### config.mk
export PLATFORM = sky130hd
export DESIGN_NAME = pae_root_check
export DESIGN_NICKNAME = d
export VERILOG_FILES = /design/src/rtl/pae_chk_pkg.sv /design/src/rtl/pae_route_sel.sv /design/src/rtl/pae_entry_eval.sv /design/src/rtl/pae_root_check.sv
export SDC_FILE = /design/constraint.sdc
export NUM_CORES = 1
export LEC_CHECK = 0
export BUFFER_PORTS_ARGS = -buffer_cell sky130_fd_sc_hd__buf_2
export CORE_AREA = 3 3 239 241
export DETAILED_ROUTE_END_ITERATION = 12
export DIE_AREA = 0 0 242 244
export SETUP_SLACK_MARGIN = 0.15
export SLEW_MARGIN = 20
export SYNTH_ARGS = -nofsm -noshare
export SYNTH_HDL_FRONTEND = slang
export SYNTH_SLANG_ARGS = --single-unit
### constraint.sdc
create_clock -name clk -period 2.8 [get_ports clk]
set_input_delay 0.28 -clock clk [delete_from_list [all_inputs] [get_ports clk]]
set_output_delay 0.28 -clock clk [all_outputs]
set_load 0.005 [all_outputs]
### src/rtl/pae_chk_pkg.sv
package pae_chk_pkg;
  typedef enum logic [1:0] {ST_IDLE, ST_REQ, ST_WAIT} seq_state_t;
  typedef enum logic [1:0] {RT_PASS, RT_FIELDS, RT_MEMORY} route_t;
endpackage

### src/rtl/pae_route_sel.sv
module pae_route_sel
  import pae_chk_pkg::*;
#(
  parameter int CR_W     = 64,
  parameter int CTL_W    = 32,
  parameter int PAE_BIT  = 5,
  parameter int GATE_BIT = 31,
  parameter int NPT_BIT  = 1
) (
  input  logic [CR_W-1:0]  guest_cr4,
  input  logic             ia32e_guest,
  input  logic [CTL_W-1:0] prim_ctl,
  input  logic [CTL_W-1:0] sec_ctl,
  input  logic [CR_W-1:0]  cr3_old,
  input  logic [CR_W-1:0]  cr3_new,
  input  logic             pae_was_active,
  output route_t           route
);
  logic pae_guest;
  logic npt_on;
  logic cr3_moving;

  assign pae_guest  = guest_cr4[PAE_BIT] & ~ia32e_guest;
  // secondary enable only counts when the primary gate bit is set
  assign npt_on     = prim_ctl[GATE_BIT] & sec_ctl[NPT_BIT];
  assign cr3_moving = (cr3_old != cr3_new);

  always_comb begin
    route = RT_PASS;
    if (pae_guest) begin
      if (npt_on)
        route = RT_FIELDS;
      else if (!pae_was_active || cr3_moving)
        route = RT_MEMORY;
    end
  end
endmodule

### src/rtl/pae_entry_eval.sv
module pae_entry_eval #(
  parameter int ENT_W = 64,
  parameter int PAW_W = 8,
  parameter int PG_LO = 12
) (
  input  logic [ENT_W-1:0] entry,
  input  logic [PAW_W-1:0] pa_width,
  output logic             bad
);
  // bits 2:1 and 8:5 are reserved in a present root entry
  localparam logic [ENT_W-1:0] RSV_LOW = ENT_W'(12'h1E6);

  logic [ENT_W-1:0] addr_mask;

  genvar b;
  generate
    for (b = 0; b < ENT_W; b++) begin : g_mask
      if (b >= PG_LO) begin : g_addr
        assign addr_mask[b] = (32'(pa_width) <= b);
      end else begin : g_low
        assign addr_mask[b] = 1'b0;
      end
    end
  endgenerate

  assign bad = entry[0] & (|(entry & (addr_mask | RSV_LOW)));
endmodule

### src/rtl/pae_root_check.sv
module pae_root_check
  import pae_chk_pkg::*;
#(
  parameter int ENT_W    = 64,
  parameter int NUM_ENT  = 4,
  parameter int ADDR_W   = 32,
  parameter int CTL_W    = 32,
  parameter int CR_W     = 64,
  parameter int PAW_W    = 8,
  parameter int PAE_BIT  = 5,
  parameter int GATE_BIT = 31,
  parameter int NPT_BIT  = 1
) (
  input  logic                          clk,
  input  logic                          rst,
  input  logic                          start,
  input  logic [CR_W-1:0]               guest_cr4,
  input  logic                          ia32e_guest,
  input  logic [CTL_W-1:0]              prim_ctl,
  input  logic [CTL_W-1:0]              sec_ctl,
  input  logic [CR_W-1:0]               cr3_old,
  input  logic [CR_W-1:0]               cr3_new,
  input  logic                          pae_was_active,
  input  logic [PAW_W-1:0]              pa_width,
  input  logic [NUM_ENT-1:0][ENT_W-1:0] gs_ent,
  output logic                          rd_req_valid,
  input  logic                          rd_req_ready,
  output logic [ADDR_W-1:0]             rd_addr,
  input  logic                          rd_rsp_valid,
  input  logic [ENT_W-1:0]              rd_rsp_data,
  output logic                          done,
  output logic                          fail
);
  localparam int IDX_W   = $clog2(NUM_ENT);
  localparam int OFF_W   = $clog2(ENT_W / 8);
  localparam int BASE_LO = IDX_W + OFF_W;
  localparam int BASE_W  = ADDR_W - BASE_LO;
  localparam logic [IDX_W-1:0] LAST_IDX = IDX_W'(NUM_ENT - 1);

  route_t               route;
  seq_state_t           state;
  logic [IDX_W-1:0]     idx;
  logic [IDX_W-1:0]     idx_nxt;
  logic [BASE_W-1:0]    base_q;
  logic [PAW_W-1:0]     paw_q;
  logic                 bad_acc;
  logic                 mem_bad;
  logic [NUM_ENT-1:0]   gs_bad;

  pae_route_sel #(
    .CR_W(CR_W), .CTL_W(CTL_W), .PAE_BIT(PAE_BIT),
    .GATE_BIT(GATE_BIT), .NPT_BIT(NPT_BIT)
  ) u_route (
    .guest_cr4(guest_cr4), .ia32e_guest(ia32e_guest),
    .prim_ctl(prim_ctl), .sec_ctl(sec_ctl),
    .cr3_old(cr3_old), .cr3_new(cr3_new),
    .pae_was_active(pae_was_active), .route(route)
  );

  genvar g;
  generate
    for (g = 0; g < NUM_ENT; g++) begin : g_field
      pae_entry_eval #(.ENT_W(ENT_W), .PAW_W(PAW_W)) u_fev (
        .entry(gs_ent[g]), .pa_width(pa_width), .bad(gs_bad[g])
      );
    end
  endgenerate

  pae_entry_eval #(.ENT_W(ENT_W), .PAW_W(PAW_W)) u_mev (
    .entry(rd_rsp_data), .pa_width(paw_q), .bad(mem_bad)
  );

  assign idx_nxt = idx + 1'b1;

  always_ff @(posedge clk) begin
    if (rst) begin
      state        <= ST_IDLE;
      idx          <= '0;
      base_q       <= '0;
      paw_q        <= '0;
      bad_acc      <= 1'b0;
      rd_req_valid <= 1'b0;
      rd_addr      <= '0;
      done         <= 1'b0;
      fail         <= 1'b0;
    end else begin
      done <= 1'b0;
      fail <= 1'b0;
      unique case (state)
        ST_IDLE: begin
          if (start) begin
            unique case (route)
              RT_FIELDS: begin
                done <= 1'b1;
                fail <= |gs_bad;
              end
              RT_MEMORY: begin
                base_q       <= cr3_new[ADDR_W-1:BASE_LO];
                paw_q        <= pa_width;
                idx          <= '0;
                bad_acc      <= 1'b0;
                rd_req_valid <= 1'b1;
                rd_addr      <= {cr3_new[ADDR_W-1:BASE_LO], {BASE_LO{1'b0}}};
                state        <= ST_REQ;
              end
              default: done <= 1'b1;
            endcase
          end
        end
        ST_REQ: begin
          if (rd_req_ready) begin
            rd_req_valid <= 1'b0;
            state        <= ST_WAIT;
          end
        end
        ST_WAIT: begin
          if (rd_rsp_valid) begin
            if (idx == LAST_IDX) begin
              done  <= 1'b1;
              fail  <= bad_acc | mem_bad;
              state <= ST_IDLE;
            end else begin
              idx          <= idx_nxt;
              bad_acc      <= bad_acc | mem_bad;
              rd_req_valid <= 1'b1;
              rd_addr      <= {base_q, idx_nxt, {OFF_W{1'b0}}};
              state        <= ST_REQ;
            end
          end
        end
        default: state <= ST_IDLE;
      endcase
    end
  end
endmodule

==> results.toml, run 1 <==
[cells_and_area]
final_core_util_pct = 20.66
fin_area_sq_mm = 0.01138
fillers = 6391
drive_above_1_share_pct = 44.12
area_growth_pct = 67.47
nets = 2093

[grt]
grtUsageMet3_pct = 5.077
top_usage_layer = "met2"
grt_max_degree = 55
gr-total-overflow = 0
track_usage_pct = 15.12
grtUsageMet1_pct = 20.51
met2_usage_pct = 23.41
first_global_vias = 9837
antenna_found_initial = 12
grt_pass1_wl_microns = 66440

[worst_setup_path]
arrival_ns = 2.77
worstRegToRegCells = 8
start_kind = "input port"
critPathRequiredTime_ns = 3.01
path_common_cell = "or3_1"
path_cells = "buf_2 > buf_12 > or3_1 > a21oi_1 > a22o_1 > a211o_1 > or4_4 > or3_1 > a32oi_1 > o211ai_1"
critPathSlowestCell = "or4_4"
path_class = "in2reg"
r2r_end = "fail"
endpoint_kind = "flop"
worstPathMaxFanout = 21
r2r_slack_ns = 0.33
cpPeakStageDelay_ns = 0.58
timing.rr.start = "paw_q[0]"

[placement]
place.gp.congestion = 0.9602
dp_hpwl_microns = 40710
port_buffers = 472
placed_area_sq_mm = 0.01098

[routing]
drc = 0
viasPerCell = 4.484
drt-total-wl_microns = 46950
drt-initial-drc-count = 830
final_antenna_net_count = 0
first_pass_iters = 5
wl_per_cell_microns = 20.82
vias = 10110

[synthesis]
ys_types = 79
synth_area_leaders = "dfxtp_1 21%, mux2i_1 7.7%, nor2_1 6.5%"
netlist_instances = 943
synth_area_per_cell_sq_um = 7.207
synth_top_area_share_pct = 20.62
ys.warnings.count = 0
synth_top_area_cell = "dfxtp_1"
synth_area_sq_mm = 0.006797
synth-edff-count = 0
ys_ff_latch = 70
synthFlopType = "dfxtp_1"
synth-async-reset-ratio_pct = 0
ys_seq_area_share_pct = 20.62

[timing]
clock.fmax_mhz = 391.9
hold_violations = 0
setup_viol = 0
period_needed_ns = 2.552
worst_pin_slew_ns = 1.011
fin_crit_sh_pct = 91.14
fin_skew_ns = 0.009006
finalMaxSlewViolations = 0
slew_headroom_pct = 32.13
rsz0062_at_grt = "false"

[hold_path]
worstHoldPathType = "in2reg"
hold_depth = 3
hp-start = "cr3_new[24]"
min_to = "base_q[19]"

[floorplanning]
die-area_sq_mm = 0.05905
die_h_microns = 244
rows = 86
die_w_microns = 242
io_pins = 626
core_sq_mm = 0.05509
start_util_pct = 12.34

[run]
maxCapViolCount = 0

[cts]
cts_tree = "done"
postCtsHoldBufs = 0
root_buffer = "clkbuf_16"
clock_latency_ns = 0.34
htreeDepth = 3
clockBufferDepth = 2
clkTransAtPathRegs_ns = 0.06
clkSinkCount = 70
cts_inserted_buffers = 9

[power]
power_frac_clock_pct = 34.8
combPwrFrac_pct = 35.7
power_density_mw_per_mm2 = 317.5
intPower_mw = 2.451
peakVddDrop_mv = 0.2625
p_seq_share_pct = 29.5
net-switching-power_mw = 1.163
p_leak_nw = 5.227
swShare_pct = 32.17

[outcome]
status = "finished clean"
synthesized netlist by cell type (9+ instances only):
cell type	instances
a32oi_1	11
nand4_1	29
a211oi_1	39
or4_1	10
o211ai_1	13
nor2_1	118
o22ai_1	10
xnor2_1	31
nor4_1	19
a22oi_1	10
dfxtp_1	70
or3_1	9
o21ai_0	51
mux2i_1	52
nand2_1	50
nor2b_1	20
nor3_1	17
o2111ai_1	10
a21oi_1	63
xor2_1	15
buf_2	18
nand3_1	45
inv_1	26
nand2b_1	12
clkbuf_1	41
area by class of cell:
| cell class | count | area (sq um) | area share (%) |
|---|---|---|---|
| clock buffers | 10 | 239.0 | 2.100 |
| clock inverters | 5 | 83.83 | 0.7365 |
| inverters | 30 | 116.4 | 1.022 |
| diodes | 2 | 5.005 | 0.04397 |
| flip-flops and latches | 70 | 1406 | 12.36 |
| multi-input cells | 778 | 5067 | 44.52 |
| repair buffers | 612 | 3528 | 31.00 |
| well taps | 748 | 935.9 | 8.222 |
routing by layer:
| layer | wire length [microns] | vias to the layer above | share of wire [%] |
|---|---|---|---|
| met5 | 92 | - | 0.20 |
| met4 | 787 | 16 | 1.7 |
| met3 | 4891 | 71 | 10 |
| met2 | 20380 | 576 | 43 |
| met1 | 20800 | 4732 | 44 |
| li1 | - | 4717 | - |
cell usage in the layout (no fill, tap or decap), types with 10 or more instances in the layout:
master     synthesis  layout
a22oi_1           10      10
dfxtp_1           70      66
nor2b_1           20      20
nand2_1           50      49
nand2b_1          12      11
a21oi_1           63      61
nor3_1            17      17
nand3_1           45      44
mux2i_1           52      52
o21ai_0           51      50
buf_4              5     131
nand4_1           29      29
a32oi_1           11      10
xor2_1            15      15
xnor2_1           31      31
nor2_1           118     117
inv_1             26      26
buf_2             18     471
nor4_1            19      18
o211ai_1          13      13
o2111ai_1         10      10
a211oi_1          39      37
worst max path at each step:
stage,startpoint,to,slack [ns],depth (start not counted)
after floorplan,pa_width[2],fail,0.36,9
after global placement,pa_width[1],fail,-0.30,11
after detailed placement,pa_width[4],fail,-0.29,11
after CTS,pa_width[1],fail,0.17,9
after global routing,pa_width[2],fail,0.16,11
final,pa_width[2],fail,0.25,10
timing repair:
item                       in CTS  in global routing
resized for setup               9                 13
pin swaps                       0                  2
setup endpoints to repair       2                  2
setup buffers                   0                  0
cloned                          0                  0
cells by family (layout without fill, tap and decap cells):
family                   after synthesis  count (layout)  share of synthesized area (%)
multiplexers                          53              53                          7.824
flip-flops                            70              70                          20.62
AND/OR/NAND/NOR                      359             359                          26.33
adder cells (fa/ha/maj)               11              11                          1.694
buffers and inverters                 97             657                          6.222
AO/OA/AOI/OAI                        306             306                          31.33
XOR/XNOR                              46              46                          5.928
other                                  1               5                        0.05518
per-stage QoR:
| stage | cells | power (mW) | setup slack (ns) | hold WS (ns) | setup TNS (ns) |
|---|---|---|---|---|---|
| finish | 2255 | 3.614 | 0.2480 | 0.2204 | 0 |
| global route | 2255 | 3.821 | 0.1604 | 0.2191 | 0 |
| CTS | 2253 | 3.663 | 0.1741 | 0.1923 | 0 |
| detailed placement | 2238 | 2.353 | -0.2882 | 0.4735 | -0.2882 |
| global placement | 2238 | 2.352 | -0.2951 | 0.4636 | -0.2951 |
| floorplan | 945 | 1.589 | 0.3626 | 0.4239 | 0 |
critical path, delay by kind of cell:
kind,cells,cell delay (ns)
and+or+nand+nor,3,1.15
buffers and inverters,2,0.34
AOI/OAI and AO/OA,5,0.96
state kept, by name, summed over array words and instances, names as in the netlist:
name / count
bad_acc: 1
rd_req_valid: 1
paw_q: 8
rd_addr: 28
state: 2
base_q: 27
fail: 1
idx: 1
done: 1
power by group through the flow:
stage | Combinational [mW] | Sequential, mW | Clock (mW)
after CTS | 1.27 | 1.07 | 1.32
final | 1.29 | 1.07 | 1.26
after detailed placement | 1.26 | 1.09 | 0
after floorplan | 0.506 | 1.08 | 0
after global routing | 1.39 | 1.07 | 1.36
after global placement | 1.26 | 1.09 | 0
No activity file was read; power rests on OpenSTA's default activity.
==> inputs of run 2 (changes only) <==
--- a/config.mk
+++ b/config.mk
@@ -9,6 +9,7 @@
 export CORE_AREA = 3 3 239 241
 export DETAILED_ROUTE_END_ITERATION = 12
 export DIE_AREA = 0 0 242 244
+export MAX_ROUTING_LAYER = met4
 export SETUP_SLACK_MARGIN = 0.15
 export SLEW_MARGIN = 20
 export SYNTH_ARGS = -nofsm -noshare
==> results.toml, run 2 (synthesis gave the netlist of run 1 again) <==
[timing]
period_needed_ns = 2.570
rsz0062_at_grt = "false"
fin_skew_ns = 0.008294
worst_pin_slew_ns = 0.6357
slew_headroom_pct = 57.46
hold_violations = 0
fin_crit_sh_pct = 91.77
tns_ns = 0
finalMaxSlewViolations = 0
setup_viol = 0
clock.fmax_mhz = 389.2

[worst_setup_path]
path_class = "in2reg"
arrival_ns = 2.79
endpoint_kind = "flop"
worstPathMaxFanout = 10
critPathRequiredTime_ns = 3.02
path_common_cell = "buf_4"
critPathSlowestCell = "or4_1"
cpPeakStageDelay_ns = 0.48
path_cells = "buf_2 > buf_4 > buf_12 > buf_4 > o21ai_0 > a32o_1 > a221oi_2 > buf_4 > nand4_1 > or4_1 > a32oi_1 > o211ai_1"
start_kind = "input port"

[cells_and_area]
area_growth_pct = 68.83
layout_commonest_cell = "buf_2"
nets = 2093
top_register = "rd_addr"
reg.largest.list = "rd_addr x28, base_q x27, paw_q x8"
drive_above_1_share_pct = 43.96
final_cell_mix = "472 x buf_2, 126 x buf_4, 117 x nor2_1"
largest_reg_flops = 28

[floorplanning]
die-area_sq_mm = 0.05905
die_w_microns = 242
io_pins = 626
start_util_pct = 12.34
rows = 86
core_sq_mm = 0.05509
die_h_microns = 244

[routing]
drt-initial-drc-count = 1015
first_pass_iters = 5
vias = 10040
drc = 0
drt-total-wl_microns = 46930
viasPerCell = 4.434
final_antenna_net_count = 0
wl_per_cell_microns = 20.72

[grt]
grt_pass1_wl_microns = 66100
gr-total-overflow = 0
track_usage_pct = 15.51
grt_max_degree = 55
antenna_found_initial = 13
first_global_vias = 9777

[power]
peakVddDrop_mv = 0.2913
net-switching-power_mw = 1.193
power.total_mw = 3.745
power_density_mw_per_mm2 = 326.3
p_seq_share_pct = 28.5
swShare_pct = 31.86
p_leak_nw = 5.254
intPower_mw = 2.552
power_frac_clock_pct = 37.0
combPwrFrac_pct = 34.5

[outcome]
status = "finished clean"

[placement]
place.gp.congestion = 0.9811
dp_hpwl_microns = 40760
port_buffers = 472

[run]
maxCapViolCount = 0

[cts]
postCtsHoldBufs = 0
htreeDepth = 3
cts_setup_buffers = 0
cts_inserted_buffers = 9
cts_tree = "done"
clkTransAtPathRegs_ns = 0.06
clock_latency_ns = 0.34
root_buffer = "clkbuf_16"
clkSinkCount = 70
clockBufferDepth = 2

[hold_path]
worstHoldPathType = "in2reg"
run 2: cell types whose count changed in the layout (fill, tap and decap cells not counted), sizes merged:
cell	change
clkinv	-1
buf	+1
bufinv	+1
diode	+9
run 2: cell type report:
cell class | count | area [sq um]
tap | 748 | 935.9
antenna | 11 | 27.53
inverter | 30 | 118.9
timing repair buffer | 612 | 3580
clock inverter | 5 | 106.4
fill | 6362 | 43620
clock buffer | 11 | 242.7
sequential | 70 | 1413
multi-input combinational | 778 | 5051
run 2: repair_timing:
action,4_1_cts,5_1_grt
resized for setup,4,18
pin swaps,0,2
endpoints found under the setup margin,2,2
run 2: through the flow:
step / instance area (sq um) / util, % / hold slack, ns / cells / setup WS [ns]
after floorplan: 6804 / - / 0.4239 / 945 / 0.3626
after global placement: 11030 / 20.02 / 0.4653 / 2238 / -0.1907
after detailed placement: 11030 / 20.02 / 0.4762 / 2238 / -0.1814
after CTS: 11400 / 20.69 / 0.1826 / 2254 / 0.1755
after global routing: 11470 / 20.83 / 0.2091 / 2265 / 0.1655
final: 11470 / 20.83 / 0.2124 / 2265 / 0.2305
run 2: worst max-delay path, delay by kind of cell:
family | cells | cell delay, ns
buf+inv | 5 | 0.82
simple gates | 2 | 0.55
compound gates | 5 | 1.13
run 2: worst paths after layout:
kind | slack (ns) | endpoint | start | depth (start not counted)
max | 0.23 | fail | pa_width[2] | 12
min | 0.21 | base_q[21] | cr3_new[26] | 3
max reg2reg | 0.29 | fail | paw_q[2] | 9
min reg2reg | 0.49 | base_q[9] | base_q[9] | 2
run 2: power by group through the flow:
stage               clock (mW)  combinational [mW]  sequential [mW]
finish                    1.39                1.29             1.07
global placement             0                1.27             1.09
floorplan                    0               0.506             1.08
CTS                       1.45                1.28             1.07
global route              1.47                1.40             1.07
detailed placement           0                1.27             1.09
run 2: routing by layer:
layer | track usage [%] | vias to the layer above | routed length, microns
met1 | 20.44 | 4707 | 20830
met2 | 23.37 | 563 | 20550
met3 | 5.285 | 47 | 4971
li1 | - | 4725 | -
met4 | 2.369 | 0 | 586
met5 | - | - | 0
==> inputs of run 3 (changes only) <==
--- a/config.mk
+++ b/config.mk
@@ -5,11 +5,13 @@
 export SDC_FILE = /design/constraint.sdc
 export NUM_CORES = 1
 export LEC_CHECK = 0
+export ABC_CLOCK_PERIOD_IN_PS = 2800
 export BUFFER_PORTS_ARGS = -buffer_cell sky130_fd_sc_hd__buf_2
-export CORE_AREA = 3 3 239 241
+export CORE_AREA = 2 2 245 247
 export DETAILED_ROUTE_END_ITERATION = 12
-export DIE_AREA = 0 0 242 244
+export DIE_AREA = 0 0 247 249
 export MAX_ROUTING_LAYER = met4
+export RECOVER_POWER = 100
 export SETUP_SLACK_MARGIN = 0.15
 export SLEW_MARGIN = 20
 export SYNTH_ARGS = -nofsm -noshare
==> results.toml, run 3 (synthesis gave the netlist of run 1 again) <==
[floorplanning]
core_sq_mm = 0.05869
start_util_pct = 11.58
die_w_microns = 247
rows = 89
io_pins = 626
die_h_microns = 249
die-area_sq_mm = 0.06150

[worst_setup_path]
r2r_slack_ns = 0.24
worstRegToRegCells = 8
start_kind = "input port"
r2r_end = "fail"
worstPathMaxFanout = 9
endpoint_kind = "flop"
timing.rr.start = "paw_q[2]"
arrival_ns = 2.83
critPathRequiredTime_ns = 3.02
path_class = "in2reg"

[timing]
finalMaxSlewViolations = 0
period_needed_ns = 2.614
fin_crit_sh_pct = 93.37
clock.fmax_mhz = 382.5
rsz0062_at_grt = "false"
tns_ns = 0
holdWs_ns = 0.2138
slew_headroom_pct = 27.32
worst_pin_slew_ns = 1.090
hold_violations = 0
fin_skew_ns = 0.007349
setup_viol = 0

[grt]
track_usage_pct = 15.05
antenna_found_initial = 17
grt_max_degree = 71
gr-total-overflow = 0
first_global_vias = 9781
grt_pass1_wl_microns = 66520

[cts]
postCtsHoldBufs = 0
clkSinkCount = 70
cts_inserted_buffers = 9
htreeDepth = 3
clock_latency_ns = 0.34
clkTransAtPathRegs_ns = 0.06
clockBufferDepth = 2
cts_tree = "done"
root_buffer = "clkbuf_16"

[power]
intPower_mw = 2.267
swShare_pct = 34.79
combPwrFrac_pct = 37.7
net-switching-power_mw = 1.209
p_leak_nw = 5.196
p_seq_share_pct = 30.7
peakVddDrop_mv = 0.2472
power_frac_clock_pct = 31.7
power_density_mw_per_mm2 = 300.6

[cells_and_area]
layout_commonest_cell = "buf_2"
fin_area_sq_mm = 0.01156
reg.largest.list = "rd_addr x28, base_q x27, paw_q x8"
final_cell_mix = "441 x buf_2, 146 x buf_4, 117 x nor2_1"
area_growth_pct = 70.16
nets = 2116
top_register = "rd_addr"
regArea_sq_mm = 0.001421
drive_above_1_share_pct = 43.10
multiInputGateArea_sq_mm = 0.005095
largest_reg_flops = 28
fillers = 6723

[routing]
wl_per_cell_microns = 20.33
drc = 0
final_antenna_net_count = 0
drt-total-wl_microns = 47120
first_pass_iters = 5
vias = 10020
drt-initial-drc-count = 860
viasPerCell = 4.324

[hold_path]
min_to = "base_q[14]"
hp-start = "cr3_new[19]"
worstHoldPathType = "in2reg"
hold_depth = 3

[placement]
port_buffers = 472
placed_area_sq_mm = 0.01116
place.gp.congestion = 0.9412
dp_hpwl_microns = 40890

[outcome]
status = "finished clean"

[run]
maxCapViolCount = 0
-- run 3: cell count changes in the layout (fill, tap and decap cells not counted), sizes merged --
cell and change:
bufinv -3, buf -14, clkbuf +35, diode +5, inv +2, clkinv +3
-- run 3: layout make-up --
cell class	count	area share [%]
Antenna cell	16	0.3462
Sequential cell	70	12.29
Timing Repair Buffer	635	31.53
Clock buffer	9	1.947
Tap cell	773	8.363
Multi-Input combinational cell	778	44.06
Inverter	30	0.9953
Clock inverter	7	0.4760
-- run 3: power by group through the flow --
stage	Sequential [mW]	Combinational (mW)	Clock, mW
CTS	1.07	1.30	1.15
finish	1.07	1.31	1.10
detailed placement	1.09	1.29	0
global placement	1.09	1.29	0
global route	1.07	1.41	1.19
floorplan	1.08	0.506	0
-- run 3: metal layers --
metal / share of wire [%] / routed length (microns) / track usage, % / up-vias
met2: 44 / 20760 / 22.65 / 464
met5: 0 / 0 / - / -
met1: 46 / 21760 / 20.74 / 4739
met4: 1.2 / 553 / 2.238 / 0
met3: 8.6 / 4048 / 3.469 / 36
li1: - / - / - / 4784
-- run 3: worst max-delay path by stage --
stage | from | end | cells after the start
detailed placement | pa_width[1] | fail | 11
floorplan | pa_width[2] | fail | 9
global placement | pa_width[1] | fail | 11
finish | pa_width[3] | fail | 11
global route | paw_q[5] | fail | 10
CTS | paw_q[7] | fail | 9
-- run 3: per-stage QoR --
stage	power [mW]	utilization, %	setup slack (ns)	cells
after detailed placement	2.379	19.02	-0.6241	2283
final	3.476	19.71	0.1857	2318
after CTS	3.520	19.57	0.1605	2299
after floorplan	1.589	-	0.3626	945
after global placement	2.378	19.02	-0.5148	2283
after global routing	3.672	19.70	0.08656	2317
-- run 3: repair_timing --
action | in CTS | in global routing
setup endpoints to repair | 2 | 2
pin swaps | 1 | 9
setup buffers | 0 | 3
resized for setup | 10 | 28
-- run 3: worst max-delay path, cell delays in order --
cell       delay, ns
buf_2           0.19
buf_4           0.20
o211ai_1        0.23
buf_4           0.22
a21oi_2         0.19
o2111ai_2       0.31
a2111oi_4       0.52
buf_4           0.19
nand4_1         0.17
a32oi_1         0.20
o211ai_1        0.11
